--- src/rtl/cmp_timer_pkg.sv ---
package cmp_timer_pkg;
  localparam int unsigned NUM_CMP   = 3;
  localparam int unsigned MODE_W    = 3;
  localparam logic [MODE_W-1:0] MODE_FREE = 3'b111;
  localparam int unsigned CLR_POS   = 6;

  localparam int unsigned ADDR_CTRL = 0;
  localparam int unsigned ADDR_CMP0 = 1;
  localparam int unsigned ADDR_CNT  = 4;
  localparam int unsigned ADDR_FLAG = 5;
  localparam int unsigned ADDR_MASK = 6;

  // enable bit position of compare k in the control word
  function automatic int unsigned en_pos(int unsigned k);
    return 10 + k;
  endfunction

  // fixed flag bit driven by compare k
  function automatic int unsigned flag_pos(int unsigned k);
    case (k)
      0:       return 14;
      1:       return 15;
      default: return 11;
    endcase
  endfunction
endpackage

--- src/rtl/cmp_timer_counter.sv ---
module cmp_timer_counter #(
  parameter int unsigned W = 16
) (
  input  logic         clk_i,
  input  logic         rst_ni,
  input  logic         tick_i,
  input  logic         load_i,
  input  logic [W-1:0] load_val_i,
  input  logic         zero_i,
  output logic [W-1:0] cnt_o,
  output logic         fresh_o
);
  logic [W-1:0] cnt_q;
  logic         fresh_q;

  always_ff @(posedge clk_i or negedge rst_ni) begin
    if (!rst_ni) begin
      cnt_q   <= '0;
      fresh_q <= 1'b1;
    end else begin
      if (load_i)      cnt_q <= load_val_i;
      else if (tick_i) cnt_q <= zero_i ? '0 : cnt_q + W'(1);
      fresh_q <= load_i | tick_i;
    end
  end

  assign cnt_o   = cnt_q;
  assign fresh_o = fresh_q;
endmodule

--- src/rtl/cmp_timer_match.sv ---
module cmp_timer_match #(
  parameter int unsigned W = 16,
  parameter int unsigned N = 3
) (
  input  logic [W-1:0]        cnt_i,
  input  logic                fresh_i,
  input  logic [N-1:0][W-1:0] cmp_i,
  output logic [N-1:0]        eq_o,
  output logic [N-1:0]        hit_o
);
  for (genvar k = 0; k < N; k++) begin : g_cmp
    assign eq_o[k]  = (cnt_i == cmp_i[k]);
    assign hit_o[k] = eq_o[k] & fresh_i;
  end
endmodule

--- src/rtl/cmp_timer_regs.sv ---
module cmp_timer_regs
  import cmp_timer_pkg::*;
#(
  parameter int unsigned W  = 16,
  parameter int unsigned N  = 3,
  parameter int unsigned AW = 3
) (
  input  logic                clk_i,
  input  logic                rst_ni,
  input  logic                wr_en_i,
  input  logic [AW-1:0]       addr_i,
  input  logic [W-1:0]        wdata_i,
  input  logic [W-1:0]        cnt_i,
  input  logic [N-1:0]        hit_i,
  output logic [W-1:0]        rd_data_o,
  output logic                load_o,
  output logic [N-1:0][W-1:0] cmp_o,
  output logic                clr_eff_o,
  output logic [MODE_W-1:0]   mode_o,
  output logic                clr_o,
  output logic [N-1:0]        flag_o,
  output logic [N-1:0]        mask_o
);
  logic [N-1:0]        en_q, flag_q, mask_q;
  logic                clr_q;
  logic [MODE_W-1:0]   mode_q;
  logic [N-1:0][W-1:0] cmp_q;
  logic wr_ctrl, wr_flag, wr_mask;

  assign wr_ctrl = wr_en_i && (addr_i == AW'(ADDR_CTRL));
  assign wr_flag = wr_en_i && (addr_i == AW'(ADDR_FLAG));
  assign wr_mask = wr_en_i && (addr_i == AW'(ADDR_MASK));
  assign load_o  = wr_en_i && (addr_i == AW'(ADDR_CNT));

  always_ff @(posedge clk_i or negedge rst_ni) begin
    if (!rst_ni) begin
      clr_q  <= 1'b0;
      mode_q <= MODE_FREE;
    end else if (wr_ctrl) begin
      clr_q  <= wdata_i[CLR_POS];
      mode_q <= wdata_i[MODE_W-1:0];
    end
  end

  for (genvar k = 0; k < N; k++) begin : g_ch
    localparam int unsigned EP = en_pos(k);
    localparam int unsigned FP = flag_pos(k);
    always_ff @(posedge clk_i or negedge rst_ni) begin
      if (!rst_ni) begin
        en_q[k]   <= 1'b0;
        cmp_q[k]  <= '0;
        flag_q[k] <= 1'b0;
        mask_q[k] <= 1'b0;
      end else begin
        if (wr_ctrl) en_q[k] <= wdata_i[EP];
        if (wr_en_i && (addr_i == AW'(ADDR_CMP0 + k))) cmp_q[k] <= wdata_i;
        if (wr_mask) mask_q[k] <= wdata_i[FP];
        // set wins over write-one-clear
        flag_q[k] <= (flag_q[k] & ~(wr_flag & wdata_i[FP])) | (en_q[k] & hit_i[k]);
      end
    end
  end

  assign clr_eff_o = clr_q && (mode_q == MODE_FREE);

  always_comb begin
    rd_data_o = '0;
    if (addr_i == AW'(ADDR_CTRL)) begin
      rd_data_o[MODE_W-1:0] = mode_q;
      rd_data_o[CLR_POS]    = clr_q;
      for (int k = 0; k < N; k++) rd_data_o[en_pos(k)] = en_q[k];
    end else if (addr_i == AW'(ADDR_CNT)) begin
      rd_data_o = cnt_i;
    end else if (addr_i == AW'(ADDR_FLAG)) begin
      for (int k = 0; k < N; k++) rd_data_o[flag_pos(k)] = flag_q[k];
    end else if (addr_i == AW'(ADDR_MASK)) begin
      for (int k = 0; k < N; k++) rd_data_o[flag_pos(k)] = mask_q[k];
    end else begin
      for (int k = 0; k < N; k++)
        if (addr_i == AW'(ADDR_CMP0 + k)) rd_data_o = cmp_q[k];
    end
  end

  assign cmp_o  = cmp_q;
  assign mode_o = mode_q;
  assign clr_o  = clr_q;
  assign flag_o = flag_q;
  assign mask_o = mask_q;
endmodule

--- src/rtl/cmp_timer_unit.sv ---
module cmp_timer_unit
  import cmp_timer_pkg::*;
#(
  parameter int unsigned DATA_W = 16,
  parameter int unsigned ADDR_W = 3
) (
  input  logic              clk_i,
  input  logic              rst_ni,
  input  logic              tick_i,
  input  logic              wr_en_i,
  input  logic [ADDR_W-1:0] addr_i,
  input  logic [DATA_W-1:0] wdata_i,
  output logic [DATA_W-1:0] rd_data_o,
  output logic              irq_o
);
  localparam int unsigned N = NUM_CMP;

  logic [DATA_W-1:0]        cnt;
  logic                     fresh, load, clr_eff, clr_en;
  logic [MODE_W-1:0]        mode;
  logic [N-1:0][DATA_W-1:0] cmp;
  logic [N-1:0]             eq, hit, flg, msk;

  cmp_timer_counter #(.W(DATA_W)) u_cnt (
    .clk_i      (clk_i),
    .rst_ni     (rst_ni),
    .tick_i     (tick_i),
    .load_i     (load),
    .load_val_i (wdata_i),
    .zero_i     (clr_eff & eq[0]),
    .cnt_o      (cnt),
    .fresh_o    (fresh)
  );

  cmp_timer_match #(.W(DATA_W), .N(N)) u_match (
    .cnt_i   (cnt),
    .fresh_i (fresh),
    .cmp_i   (cmp),
    .eq_o    (eq),
    .hit_o   (hit)
  );

  cmp_timer_regs #(.W(DATA_W), .N(N), .AW(ADDR_W)) u_regs (
    .clk_i     (clk_i),
    .rst_ni    (rst_ni),
    .wr_en_i   (wr_en_i),
    .addr_i    (addr_i),
    .wdata_i   (wdata_i),
    .cnt_i     (cnt),
    .hit_i     (hit),
    .rd_data_o (rd_data_o),
    .load_o    (load),
    .cmp_o     (cmp),
    .clr_eff_o (clr_eff),
    .mode_o    (mode),
    .clr_o     (clr_en),
    .flag_o    (flg),
    .mask_o    (msk)
  );

  assign irq_o = |(flg & ~msk);
endmodule

--- config.mk ---
export PLATFORM = sky130hd
export DESIGN_NAME = cmp_timer_unit
export DESIGN_NICKNAME = d
export VERILOG_FILES = /design/src/rtl/cmp_timer_pkg.sv /design/src/rtl/cmp_timer_counter.sv /design/src/rtl/cmp_timer_match.sv /design/src/rtl/cmp_timer_regs.sv /design/src/rtl/cmp_timer_unit.sv
export SDC_FILE = /design/constraint.sdc
export NUM_CORES = 1
export LEC_CHECK = 0
export CAP_MARGIN = 25
export CORE_MARGIN = 1.5
export CORE_UTILIZATION = 41
export CTS_BUF_LIST = sky130_fd_sc_hd__clkbuf_16
export CTS_CLUSTER_DIAMETER = 30
export DETAILED_ROUTE_END_ITERATION = 10
export GPL_TIMING_DRIVEN = 0
export PLACE_DENSITY = 0.65
export SLEW_MARGIN = 25
export SYNTH_ARGS = -nofsm -noshare
export SYNTH_HDL_FRONTEND = slang
export SYNTH_SLANG_ARGS = --single-unit
--- constraint.sdc ---
create_clock -name clk_i -period 2.34 [get_ports clk_i]
set_clock_uncertainty 0.15 [all_clocks]
set_input_delay 0.468 -clock clk_i [delete_from_list [all_inputs] [get_ports clk_i]]
set_output_delay 0.468 -clock clk_i [all_outputs]
set_load 0.05 [all_outputs]
# --- Word-level counts from Yosys, hierarchy flattened ---
# Index checks and enable logic that the tools add are counted.
totals:
  output_inout_bits: 17
  wordCells: 132
  input_bits: 23
  regBits: 78
classes:
  add_sub_neg: 1
  n_lt_le_gt_ge: 12
  n_mux: 52
  n_eq_ne: 10
  n_bitwise: 24
  reduce_logical: 17
op_table:
  columns: ["operator", "count"]
  rows:
  - ["$mux 32", 21]
  - ["$ge 32x1->1 const B", 6]
  - ["$lt 32x5->1 const B", 6]
  - ["$mux 16", 9]
  - ["$bwmux 16", 4]
  - ["$eq 16x16->1", 3]
  - ["$and 16x16->16", 2]
  - ["$demux 1 s4", 6]
  - ["$add 16x1->16 const B", 1]
  - ["$mux 3", 5]
  - ["$logic_and 1x1->1", 14]
  - ["$and 1x1->1", 13]
  - ["$eq 3x3->1 const B", 4]
  - ["$mux 1", 7]
  - ["$eq 3x2->1 const B", 2]
  - ["$or 1x1->1", 4]
  - ["$and 3x3->3", 1]
  - ["$eq 3x1->1 const B", 1]
  - ["$logic_not 3->1", 1]
  - ["$not 1->1", 3]
  - ["$not 3->3", 1]
  - ["$reduce_or 3->1", 1]
  - ["$reduce_bool 2->1", 1]

# --- Longest topological paths before layout ---
logic_depth:
  depth_word: 16
  mapped_depth: 7
  depth_no_buf: 6

# --- Modules after synthesis ---
# A second synthesis with hierarchy kept.
hier_totals:
  cells_unflattened: 425
  hier_area_um2: 4738.3
by_module_without_submodules:
  columns: ["mod", "instances", "area_each_um2", "cells_per_inst", "seq_area_each_um2"]
  rows:
  - ["cmp_timer_regs", 1, 3062.9, 230, 1530.2]
  - ["cmp_timer_counter", 1, 1088.5, 124, 426.7]
  - ["cmp_timer_match", 1, 551.8, 66, 0.0]
  - ["cmp_timer_unit", 1, 35.0, 5, 0.0]

# --- Worst setup path before layout ---
# No wires, ideal clock.
synth_path:
  path_type: "in2out"
  start: "input addr_i[1]"
  end: "output rd_data_o[11]"
  n_path_buf: 2
  path_slack_ns: -0.430
  arrival_time_ns: 2.152
  path_stages: 6
  required_time_ns: 1.722
  path_cell_list: "buf_2 -> buf_1 -> a211oi_1 -> a211oi_1 -> a21oi_1 -> o22ai_1"
synth_via:
  elab_chain_len: 8
  word_cells_on_any_way: 14
  classes_between: "eq/ne: 6; mux: 7; reduce/logical: 1"
synth_rtl:
  columns: ["element", "line", "source"]
  rows:
  - ["from (decl)", "cmp_timer_unit.sv:11", "input logic [ADDR_W-1:0] addr_i,"]
  - ["$eq 3x1->1", "cmp_timer_regs.sv:80", "if (addr_i == AW'(ADDR_CMP0 + k)) rd_data_o = cmp_q[k];"]
  - ["$mux 16 (3 in series)", "cmp_timer_regs.sv:80", null]
  - ["$mux 16", "cmp_timer_regs.sv:76", "end else if (addr_i == AW'(ADDR_MASK)) begin"]
  - ["$mux 16", "cmp_timer_regs.sv:74", "end else if (addr_i == AW'(ADDR_FLAG)) begin"]
  - ["$mux 16", "cmp_timer_regs.sv:72", "end else if (addr_i == AW'(ADDR_CNT)) begin"]
  - ["$mux 3 (*)", "cmp_timer_regs.sv:68", "if (addr_i == AW'(ADDR_CTRL)) begin"]
  - ["to (decl)", "cmp_timer_unit.sv:13", "output logic [DATA_W-1:0] rd_data_o,"]
# Every way passes the cells marked *; elsewhere a longest branch is shown, timed or not.

# --- Final worst setup path ---
layout_path:
  start: "input addr_i[2]"
  end: "output rd_data_o[10]"
# The elaborated chain is that of the path after synthesis.

==> summary.md <==
| Metric | Value |
|---|---|
| Type of element launching the critical path | `primary input` |
| Vias in the first global route | `3,592` |
| Main area contributors after synthesis | `dfrtp_1 (41%), mux2_2 (15%), xor2_1 (8.0%)` |
| Reg2reg end | `u_cnt.cnt_o[5]$_DFFE_PN0P_` |
| Arrival time of the worst setup path | `1690 ps` |
| Iteration-0 DRC count of the detailed router | `285` |
| Max Buffers Root-to-Sink | `2` |
| Effective utilization at floorplan | `0.419` |
| Wire length of the first global-routing pass | `19,900 µm` |
| Overall routing resource usage | `0.233` |
| Largest delay contributor family on the critical path | `buffers and inverters` |
| Number of nets at the end of the flow | `484` |
| Overall die width | `108 µm` |
| Worst reg2reg startpoint | `u_cnt.cnt_o[9]$_DFFE_PN0P_` |
| Critical path data required time | `1720 ps` |
| DIE HEIGHT | `108 µm` |
| Number of hold violations in the final report | `0` |
| Peak supply drop | `0.000313 V` |
| Number of non-filler instances in the completed layout | `605` |
| Fraction of layout instances using a drive strength above 1 | `0.333` |
| Largest fanout of any net on the critical path | `10` |
| Placeable core area | `0.0107 mm²` |
| Slowest cell on the critical path | `clkbuf_2` |
| Worst-case reg-to-reg path depth | `7` |
| Reported max-cap violation count | `0` |
| Worst path max stage delay | `290 ps` |
| Met3 WL post-DR | `604 µm` |
| Most numerous cell types in the synthesized netlist | `dfrtp_1 (74), mux2_2 (58), xor2_1 (41), nand2_1 (34), clkbuf_1 (21)` |
| Root buf cell | `clkbuf_16` |
| Buf+Inv Stages, Crit Path | `4` |
| Worst relative slew slack | `0.541` |
| Number of diodes added for antenna fixing | `0` |
| Leakage power total | `2.36 nW` |
| Shortest clock period the worst path allows after layout | `2310 ps` |
| Type of the worst setup path | `in2out` |
| Cell chain of the critical path | `buf_2 -> clkbuf_2 -> buf_4 -> nand2_1 -> o22ai_2 -> buf_6` |
| RSZ-0062 raised after global routing | `false` |
| Routed length on met2 | `6300 µm` |
| Total vias in the final route | `3,476` |
| Transition at the pin with the smallest max-transition slack | `689 ps` |
| Count leader, synth | `dfrtp_1` |
| Setup slack after placement | `-1700 ps` |
| Mapped Avg Cell Area | `10.9 µm²` |
| Clock-pin slew reported for the worst setup and hold paths after clock tree synthesis | `60 ps` |
| Netlist area before placement | `0.00450 mm²` |
| Clock latency at the later pin of the worst-skew pair | `340 ps` |
| Cell type with the highest aggregate area in the netlist | `dfrtp_1` |
| Cell variety after synth | `49` |
| Largest net degree at the start of global routing | `47` |
| Setup slack of the most critical reg-to-reg path | `90 ps` |
| Cts bufs inserted | `9` |
| Global placement routability congestion | `0.842` |
| Hold path startpoint | `u_regs.flag_o[1]$_DFF_PN0_` |
| Post-detail-place hpwl | `8960 µm` |
| Drt wl/cell | `21.2 µm` |
| Final wirelength | `12,800 µm` |
| Hold Crit Depth | `2` |
| Pre-antenna DRT Iters | `5` |
| TritonCTS clock tree | `yes` |
| Input/output buffers | `39` |
| Worst path setup slack after routing | `28.1 ps` |
| Cell Count Post-Placement | `591` |
| Count of H-tree levels built during CTS | `3` |
| Endpoint of the worst hold path | `u_regs.flag_o[1]$_DFF_PN0_` |
| DRT met1 WL | `5510 µm` |
| Sequential element share of the synthesized area | `0.435` |
| Number of flops mapped to enable cells by yosys | `0` |
| Number of setup violations in the final report | `0` |
| Class of the worst hold path | `reg2reg` |
| Area growth from synthesis to final layout | `25.6%` |
| Final Cycle Share | `0.988` |
| Post-Synthesis Net Count | `435` |
| Cell count after synthesis | `411` |
| Congestion Overflow GR | `0` |
| Count of unresolved DRC violations after routing | `0` |
| Number of sinks on the clock net | `78` |
| Yosys warns | `0` |
| Slew Limit Fails | `0` |
| Synthesized flop and latch total | `78` |
| Number of rows created at floorplan | `38` |
| Die Area | `0.0116 mm²` |
| FFs w/ async S/R, synth | `1.00` |
| Power per Cell Area | `935 mW/mm²` |
| Post-synth top area share | `0.412` |
| Mean number of vias per cell | `5.75` |
| Top achievable clock speed | `433 MHz` |
| Critical Path End Type | `primary output` |
| Top Layer Used | `met4` |
| Run status | `finished clean` |
| Boundary pin count | `40` |
| Prevailing post-synth register cell | `dfrtp_1` |
| Post-route ant nets | `0` |
| Number of antenna violations at the first check in global routing | `0` |
logic make-up after synthesis:
logic type / synth area share
buffers and inverters: 0.0412
AO/OA/AOI/OAI: 0.0979
multiplexers: 0.197
XOR/XNOR: 0.119
AND/OR/NAND/NOR: 0.107
flip-flops: 0.435
adder cells (fa/ha/maj): 0.00278
layout make-up:
| type | instances | area [µm²] |
|---|---|---|
| Sequential cell | 78 | 1960 |
| Clock buffer | 9 | 225 |
| Multi-Input combinational cell | 288 | 2490 |
| Buffer | 26 | 190 |
| Fill cell | 975 | 5090 |
| Tap cell | 140 | 175 |
| Clock inverter | 7 | 106 |
| Timing Repair Buffer | 48 | 473 |
| Inverter | 9 | 33.8 |
metal layers:
layer | vias up | GRT usage
li1 | 1568 | -
met1 | 1786 | 0.289
met3 | 25 | 0.0551
met2 | 97 | 0.394
met5 | - | 0
met4 | 0 | 0.0883
power breakdown:
part	total (mW)	internal, mW	switching, mW
Combinational	1.70	0.779	0.924
Clock	1.57	1.03	0.545
Sequential	2.01	1.67	0.340
cell usage in the layout (no fill, tap or decap), types with 9 or more instances in the layout:
cell type / netlist / final
dfrtp_1: 74 / 74
mux2_2: 58 / 58
xor2_1: 41 / 41
nand2_1: 34 / 33
xnor2_1: 20 / 20
buf_4: 1 / 18
clkdlybuf4s50_1: 0 / 17
buf_6: 0 / 12
inv_1: 9 / 11
mux2i_1: 10 / 10
nand4_1: 10 / 10
buf_2: 10 / 9
o21ai_1: 8 / 9
clkbuf_16: 0 / 9
registers in the layout, summed over array words and instances, names as in the netlist:
name,cells
u_regs.mode_o,3
u_cnt.cnt_o,16
u_regs.clr_o,1
u_regs.flag_o,3
u_regs.mask_o,3
u_cnt.fresh_o,1
u_regs.en_q,3
u_regs.cmp_o,48
repair_timing:
action                                  4_1_cts  5_1_grt
gates cloned                                  1        0
hold buffers                                  1        0
pin swaps                                     2        5
setup buffers                                 4        2
endpoints found under the hold margin        28        0
endpoints found under the setup margin       77       63
resized for setup                           147       26
through the flow:
stage | cell area, µm² | power (mW) | utilization | hold WS, ps | TNS (ps)
after global routing | 5650 | 5.50 | 0.526 | 378 | 0
after CTS | 5570 | 5.26 | 0.519 | 360 | -83.5
final | 5650 | 5.28 | 0.526 | 361 | 0
after detailed placement | 5110 | 3.67 | 0.476 | 304 | -57200
after global placement | 5090 | 3.62 | 0.474 | 343 | -220530
after floorplan | 4520 | 3.12 | - | 22.4 | -2190
worst max-delay path by stage:
stage	startpoint	endpoint	slack, ps	depth (start not counted)
final	addr_i[2]	rd_data_o[10]	30	6
after global routing	addr_i[2]	rd_data_o[0]	7	6
after CTS	addr_i[2]	rd_data_o[11]	-80	8
after detailed placement	addr_i[0]	rd_data_o[11]	-1700	7
after global placement	rst_ni	u_cnt.cnt_o[0]$_DFFE_PN0P_	-2160	1
after floorplan	addr_i[0]	rd_data_o[3]	-220	4
tightest hold or removal path, delay by kind of cell, from the launching register on:
kind	cells	cell delay [ps]
DFF	1	340
and+or+nand+nor	1	60
AOI/OAI and AO/OA	1	70
(Power assumes the default switching activity.)
